**config.mk**
```make
export PLATFORM = sky130hd
export DESIGN_NAME = wdog_top
export DESIGN_NICKNAME = d
export VERILOG_FILES = /design/src/rtl/wdog_pkg.sv /design/src/rtl/wdog_regs.sv /design/src/rtl/wdog_counter.sv /design/src/rtl/wdog_resp.sv /design/src/rtl/wdog_top.sv
export SDC_FILE = /design/constraint.sdc
export NUM_CORES = 1
export LEC_CHECK = 0
export BUFFER_PORTS_ARGS = -buffer_cell sky130_fd_sc_hd__clkbuf_2
export CAP_MARGIN = 10
export CORE_AREA = 2 2 77 79
export CTS_CLUSTER_SIZE = 24
export DETAILED_ROUTE_END_ITERATION = 6
export DIE_AREA = 0 0 79 81
export PLACE_DENSITY = 0.71
export SLEW_MARGIN = 20
export SYNTH_ARGS = -nofsm -noshare
export SYNTH_HDL_FRONTEND = slang
export SYNTH_SLANG_ARGS = --single-unit
```
**constraint.sdc**
```tcl
create_clock -name clk_i -period 9.45 [get_ports clk_i]
set_clock_uncertainty 0.15 [all_clocks]
set_input_delay 1.89 -clock clk_i [delete_from_list [all_inputs] [get_ports clk_i]]
set_output_delay 1.89 -clock clk_i [all_outputs]
set_load 0.05 [all_outputs]
```
**src/rtl/wdog_pkg.sv**
```systemverilog
package wdog_pkg;

    typedef enum logic [1:0] {
        REG_CTRL = 2'd0,
        REG_SVC  = 2'd1,
        REG_LOCK = 2'd2,
        REG_STAT = 2'd3
    } reg_sel_e;

    typedef struct packed {
        logic [3:0] period;
        logic       fiq_mode;
        logic       enable;
    } wd_cfg_t;

endpackage

```
**src/rtl/wdog_regs.sv**
```systemverilog
module wdog_regs
    import wdog_pkg::*;
#(
    parameter int          DW      = 16,
    parameter logic [15:0] SVC_KEY = 16'hC3A5
) (
    input  logic          clk_i,
    input  logic          rst_ni,
    input  logic          wr_en_i,
    input  logic [1:0]    addr_i,
    input  logic [DW-1:0] wdata_i,
    output wd_cfg_t       cfg_o,
    output logic          locked_o,
    output logic          svc_o
);

    typedef struct packed {
        wd_cfg_t cfg;
        logic    lock;
    } regs_state_t;

    regs_state_t st_d, st_q;

    always_comb begin
        st_d  = st_q;
        svc_o = wr_en_i && (reg_sel_e'(addr_i) == REG_SVC) && (wdata_i[15:0] == SVC_KEY);
        if (wr_en_i && reg_sel_e'(addr_i) == REG_CTRL && !st_q.lock) begin
            st_d.cfg.enable   = wdata_i[0];
            st_d.cfg.fiq_mode = wdata_i[1];
            st_d.cfg.period   = wdata_i[7:4];
        end
        if (wr_en_i && reg_sel_e'(addr_i) == REG_LOCK && wdata_i[0]) begin
            st_d.lock = 1'b1;
        end
    end

    always_ff @(posedge clk_i or negedge rst_ni) begin
        if (!rst_ni) st_q <= '0;
        else         st_q <= st_d;
    end

    assign cfg_o    = st_q.cfg;
    assign locked_o = st_q.lock;

    AST_LOCK_STICKY: assert property (@(posedge clk_i) disable iff (!rst_ni)
        st_q.lock |=> st_q.lock);
    AST_LOCK_FREEZE: assert property (@(posedge clk_i) disable iff (!rst_ni)
        st_q.lock |=> $stable(st_q.cfg));

endmodule

```
**src/rtl/wdog_counter.sv**
```systemverilog
module wdog_counter #(
    parameter int PERIOD_BASE = 16,
    localparam int CW         = PERIOD_BASE + 16
) (
    input  logic       clk_i,
    input  logic       rst_ni,
    input  logic       en_i,
    input  logic [3:0] period_i,
    input  logic       svc_i,
    output logic       tick_o
);

    typedef struct packed {
        logic [CW-1:0] cnt;
    } cnt_state_t;

    cnt_state_t st_d, st_q;
    logic [CW:0] limit;
    logic [CW:0] last;

    always_comb begin
        limit  = {{CW{1'b0}}, 1'b1} << (PERIOD_BASE + int'(period_i));
        last   = limit - {{CW{1'b0}}, 1'b1};
        tick_o = en_i && !svc_i && ({1'b0, st_q.cnt} >= last);
        st_d   = st_q;
        if (!en_i || svc_i || tick_o) st_d.cnt = '0;
        else                          st_d.cnt = st_q.cnt + 1'b1;
    end

    always_ff @(posedge clk_i or negedge rst_ni) begin
        if (!rst_ni) st_q <= '0;
        else         st_q <= st_d;
    end

    AST_IDLE_ZERO: assert property (@(posedge clk_i) disable iff (!rst_ni)
        !en_i |=> (st_q.cnt == '0));
    AST_TICK_WRAP: assert property (@(posedge clk_i) disable iff (!rst_ni)
        tick_o |=> (st_q.cnt == '0));
    AST_SVC_RESTART: assert property (@(posedge clk_i) disable iff (!rst_ni)
        svc_i |=> (st_q.cnt == '0));

endmodule

```
**src/rtl/wdog_resp.sv**
```systemverilog
module wdog_resp #(
    parameter int PULSE_LEN = 4,
    localparam int PW       = $clog2(PULSE_LEN + 1)
) (
    input  logic clk_i,
    input  logic rst_ni,
    input  logic tick_i,
    input  logic fiq_mode_i,
    input  logic svc_i,
    output logic fiq_o,
    output logic sys_rst_o,
    output logic flag_o
);

    typedef struct packed {
        logic          fiq;
        logic          flag;
        logic [PW-1:0] pcnt;
    } resp_state_t;

    resp_state_t st_d, st_q;

    always_comb begin
        st_d = st_q;
        if (st_q.pcnt != '0) st_d.pcnt = st_q.pcnt - 1'b1;
        if (tick_i) begin
            st_d.flag = 1'b1;
            if (fiq_mode_i) st_d.fiq  = 1'b1;
            else            st_d.pcnt = PW'(PULSE_LEN);
        end
        if (svc_i) begin
            st_d.fiq  = 1'b0;
            st_d.flag = 1'b0;
        end
    end

    always_ff @(posedge clk_i or negedge rst_ni) begin
        if (!rst_ni) st_q <= '0;
        else         st_q <= st_d;
    end

    assign fiq_o     = st_q.fiq;
    assign flag_o    = st_q.flag;
    assign sys_rst_o = (st_q.pcnt != '0);

    AST_FIQ_HELD: assert property (@(posedge clk_i) disable iff (!rst_ni)
        (st_q.fiq && !svc_i) |=> st_q.fiq);
    AST_SVC_CLEARS: assert property (@(posedge clk_i) disable iff (!rst_ni)
        svc_i |=> (!st_q.fiq && !st_q.flag));
    AST_FLAG_ON_TIMEOUT: assert property (@(posedge clk_i) disable iff (!rst_ni)
        (tick_i && !svc_i) |=> st_q.flag);
    AST_PULSE_START: assert property (@(posedge clk_i) disable iff (!rst_ni)
        (tick_i && !fiq_mode_i) |=> sys_rst_o);

endmodule

```
**src/rtl/wdog_top.sv**
```systemverilog
module wdog_top
    import wdog_pkg::*;
#(
    parameter int          PERIOD_BASE = 16,
    parameter int          PULSE_LEN   = 4,
    parameter logic [15:0] SVC_KEY     = 16'hC3A5
) (
    input  logic        clk_i,
    input  logic        rst_ni,
    input  logic        wr_en_i,
    input  logic [1:0]  addr_i,
    input  logic [15:0] wdata_i,
    output logic [15:0] rdata_o,
    output logic        fiq_o,
    output logic        sys_rst_o
);

    wd_cfg_t cfg;
    logic    locked;
    logic    svc;
    logic    tick;
    logic    flag;

    wdog_regs #(
        .DW      (16),
        .SVC_KEY (SVC_KEY)
    ) u_regs (
        .clk_i    (clk_i),
        .rst_ni   (rst_ni),
        .wr_en_i  (wr_en_i),
        .addr_i   (addr_i),
        .wdata_i  (wdata_i),
        .cfg_o    (cfg),
        .locked_o (locked),
        .svc_o    (svc)
    );

    wdog_counter #(
        .PERIOD_BASE (PERIOD_BASE)
    ) u_counter (
        .clk_i    (clk_i),
        .rst_ni   (rst_ni),
        .en_i     (cfg.enable),
        .period_i (cfg.period),
        .svc_i    (svc),
        .tick_o   (tick)
    );

    wdog_resp #(
        .PULSE_LEN (PULSE_LEN)
    ) u_resp (
        .clk_i      (clk_i),
        .rst_ni     (rst_ni),
        .tick_i     (tick),
        .fiq_mode_i (cfg.fiq_mode),
        .svc_i      (svc),
        .fiq_o      (fiq_o),
        .sys_rst_o  (sys_rst_o),
        .flag_o     (flag)
    );

    always_comb begin
        case (reg_sel_e'(addr_i))
            REG_CTRL: rdata_o = {8'h00, cfg.period, 2'b00, cfg.fiq_mode, cfg.enable};
            REG_STAT: rdata_o = {14'h0000, locked, flag};
            default:  rdata_o = 16'h0000;
        endcase
    end

    AST_NO_TIMEOUT_IDLE: assert property (@(posedge clk_i) disable iff (!rst_ni)
        !cfg.enable |-> !tick);

endmodule

```
==> summary.txt <==
Timing
  – Final Hold Vio Count: 0
  – RSZ-0062 raised after global routing: false
  – TNS Setup: 0 ns
  – Setup violators final: 0
  – Fmax achieved: slightly above 200 MHz
  – Fin crit share: 0.516
  – Slew Limit Fails: 0
  – Slew @ Worst Pin: 0.849 ns
  – Final Critical Period: 4.87 ns
  – Slew headroom: 0.434

Floorplanning
  – Chip width: between 70 and 80 um
  – Site Rows: 28
  – IO Pins: 39
  – Starting Density: 0.525
  – Chip height: around 81 um
  – CORE AREA: 5680 um^2
  – Full die area: around 6400 um^2

Drt
  – Vias per cell: around 5.4
  – Iter 0 DRT Violations: 48
  – DRC: 0
  – Drt first pass iters: 4
  – Antenna Nets Post-Route: 0
  – Vias: 2,214
  – Drt total wl: between 5 and 6 mm
  – Per-cell routed wire length: 13.4 um

Yosys
  – Xor/xnor share of the synthesized area: 0.0970
  – Mean Syn Cell Area: 9.46 um^2
  – Post-Synth Simple-Gate Area: 0.232
  – Multiplexer area fraction after synthesis: 0.0294
  – Synth Register Bits: 44
  – Main synth FF type: dfrtp_1
  – Yosys warnings: 0
  – Synth Area in Adders: 0.101
  – Largest family of logic cells by synthesized area: simple AND/OR/NAND/NOR gates
  – Seq/Total Area, Yosys: 0.370
  – Cell variety after synth: 50
  – Synth Area in Compound Gates: 0.103
  – EDFF count, synth: 0
  – Mapped cell area: between 2000 and 3000 um^2
  – Post-Synthesis Cells: 315
  – Async SR Flop Fraction: 1.00

Final layout
  – Share of layout cells above drive strength 1: 0.163
  – Fin nets: 382
  – Most frequent cells in the layout: nor2_1 (54), dfrtp_1 (44), clkbuf_2 (27)
  – Area growth from synthesis to layout: 8.32%
  – Final core occ: 0.569
  – Most common cell after layout, fill and taps aside: nor2_1
  – Number of diodes: 0

Clock network
  – Max clock buf depth: 2
  – CTS Sinks: between 40 and 50
  – Inserted Clock Buffers: 5
  – CTS tree: built
  – Hold buffers post-CTS: 0
  – Clk slew on worst S/H paths: 0.09 ns
  – Clock root cell: clkbuf_8
  – # resized after CTS: 0
  – Post-CTS Setup Inserts: 0
  – CTS H-Tree Depth: 2
  – Clk_lat worst skew: 0.30 ns

Global routing
  – Grt ovf: 0
  – Global-route wire length before repair: roughly 9.4 mm
  – GR Util All Layers: 0.183
  – Antenna violations before repair: 0
  – Largest net degree at the start of global routing: 45
  – Number of global-route vias before repair: approximately 2.1k

Hold path
  – WHS Path Cells: 1
  – Hold Crit Start: u_regs.locked_o$_DFFE_PN0P_
  – Worst hold path class: flop to flop
  – Hold Path Sink: u_regs.locked_o$_DFFE_PN0P_

Pwr
  – Pwr/cell area: 177 nW/um^2
  – Peak VDD IR: 0.0894 mV
  – Tot Pwr: 573 uW
  – LEAKAGE: 0.00154 uW

Critical path
  – Critical Path, Cell by Cell: clkbuf_2 > inv_1 > ha_1 > a22oi_1 > nor2_1 > clkbuf_2
  – Worst R2R Setup Slack: 4.98 ns
  – FF-to-FF path depth: 12
  – Critical-path top delay cell: clkbuf_2
  – Slowest stage delay, CP: 0.28 ns
  – CP arrival: 2.83 ns
  – Startpoint class of the critical path: primary input
  – Max FO, Critical Path: 7
  – Worst path required time: around 7.4 ns
  – WS Path Type: primary input to primary output
  – Critical R2R Capture: u_counter.st_q[7]$_DFF_PN0_
  – Worst R2R Start: u_regs.cfg_o[4]$_DFFE_PN0P_
  – Worst setup EP type: primary output
  – Most frequent CP cell: clkbuf_2

Placement
  – RD Place Congestion: 0.826
  – Port Buffers: 28
  – HPWL Detailed: 4.04 mm

Job
  – Maxcap violations: 0

Outcome
  – Status: finished, final reports clean
[flip-flops by register name, summed over array words and instances (netlist names)]
register and cells:
u_counter.st_q 32, u_regs.cfg_o 6, u_resp.st_q 3, u_regs.locked_o 1
u_resp.fiq_o 1, u_resp.flag_o 1
[routing by layer]
layer  track usage  part of all wire  up-vias
li1              -                 -     1110
met5             0                 0        -
met1         0.242              0.47     1061
met4        0.0603            0.0063        0
met3        0.0356             0.031        4
met2         0.305              0.49       39
[worst max-delay path, delay by kind of cell]
family / cells / cell delay (ns)
AO/OA/AOI/OAI: 1 / 0.12
adder cells (fa/ha/maj): 1 / 0.26
buffers and inverters: 3 / 0.46
AND/OR/NAND/NOR: 1 / 0.10
[power breakdown]
group	leakage, uW	internal, uW	switching [uW]
Clock	0.0000614	86.5	65.3
Sequential	0.000596	201	38.2
Combinational	0.000878	70.5	111
[cell type report]
class / instances / area (um^2)
Inverter: 14 / 52.6
Timing Repair Buffer: 28 / 143
Clock inverter: 2 / 38.8
Multi-Input combinational cell: 244 / 1720
Fill cell: 509 / 2450
Clock buffer: 6 / 82.6
Sequential cell: 44 / 1100
Tap cell: 75 / 93.8
[how the worst max path moves through the flow]
stage | start | endpoint | slack [ns] | depth (start not counted)
detailed placement | addr_i[0] | rdata_o[1] | 4.56 | 6
global placement | addr_i[0] | rdata_o[0] | 4.61 | 6
global route | addr_i[0] | rdata_o[0] | 4.48 | 6
CTS | addr_i[0] | rdata_o[0] | 4.57 | 6
finish | addr_i[0] | rdata_o[1] | 4.58 | 6
floorplan | addr_i[0] | rdata_o[0] | 4.49 | 4
[Yosys cell counts, types with 3 or more instances]
| library cell | n | area, um^2 |
|---|---|---|
| xnor2_1 | 17 | 149 |
| buf_6 | 3 | 33.8 |
| nand4b_1 | 3 | 26.3 |
| inv_1 | 14 | 52.6 |
| mux2_2 | 6 | 67.6 |
| xor2_1 | 16 | 140 |
| and3_1 | 5 | 31.3 |
| nand3_1 | 16 | 80.1 |
| a31oi_1 | 3 | 18.8 |
| ha_1 | 24 | 300 |
| and2_1 | 7 | 43.8 |
| a21oi_1 | 10 | 50.1 |
| a21o_1 | 4 | 30.0 |
| nor2_1 | 54 | 203 |
| nor3_1 | 3 | 15.0 |
| clkbuf_1 | 8 | 30.0 |
| buf_4 | 10 | 75.1 |
| nand4_1 | 8 | 50.1 |
| o21ai_0 | 5 | 25.0 |
| dfrtp_1 | 44 | 1100 |
| nand2_1 | 16 | 60.1 |
[logic make-up (layout without fill, tap and decap cells)]
| group | count (synthesis) | in the layout |
|---|---|---|
| xor+xnor | 33 | 33 |
| mux | 8 | 8 |
| simple gates | 131 | 131 |
| flops | 44 | 44 |
| other cells | 2 | 11 |
| compound gates | 37 | 37 |
| buf+inv | 36 | 50 |
| fa+ha+maj | 24 | 24 |
[through the flow]
stage / setup WS, ns / cells / instance area (um^2) / hold WS [ns]
floorplan: 4.49 / 324 / 3010 / 0.301
global placement: 4.61 / 405 / 3100 / 0.329
CTS: 4.57 / 413 / 3220 / 0.357
finish: 4.58 / 413 / 3230 / 0.358
global route: 4.48 / 413 / 3230 / 0.377
detailed placement: 4.56 / 405 / 3100 / 0.334
(Power assumes the default switching activity.)
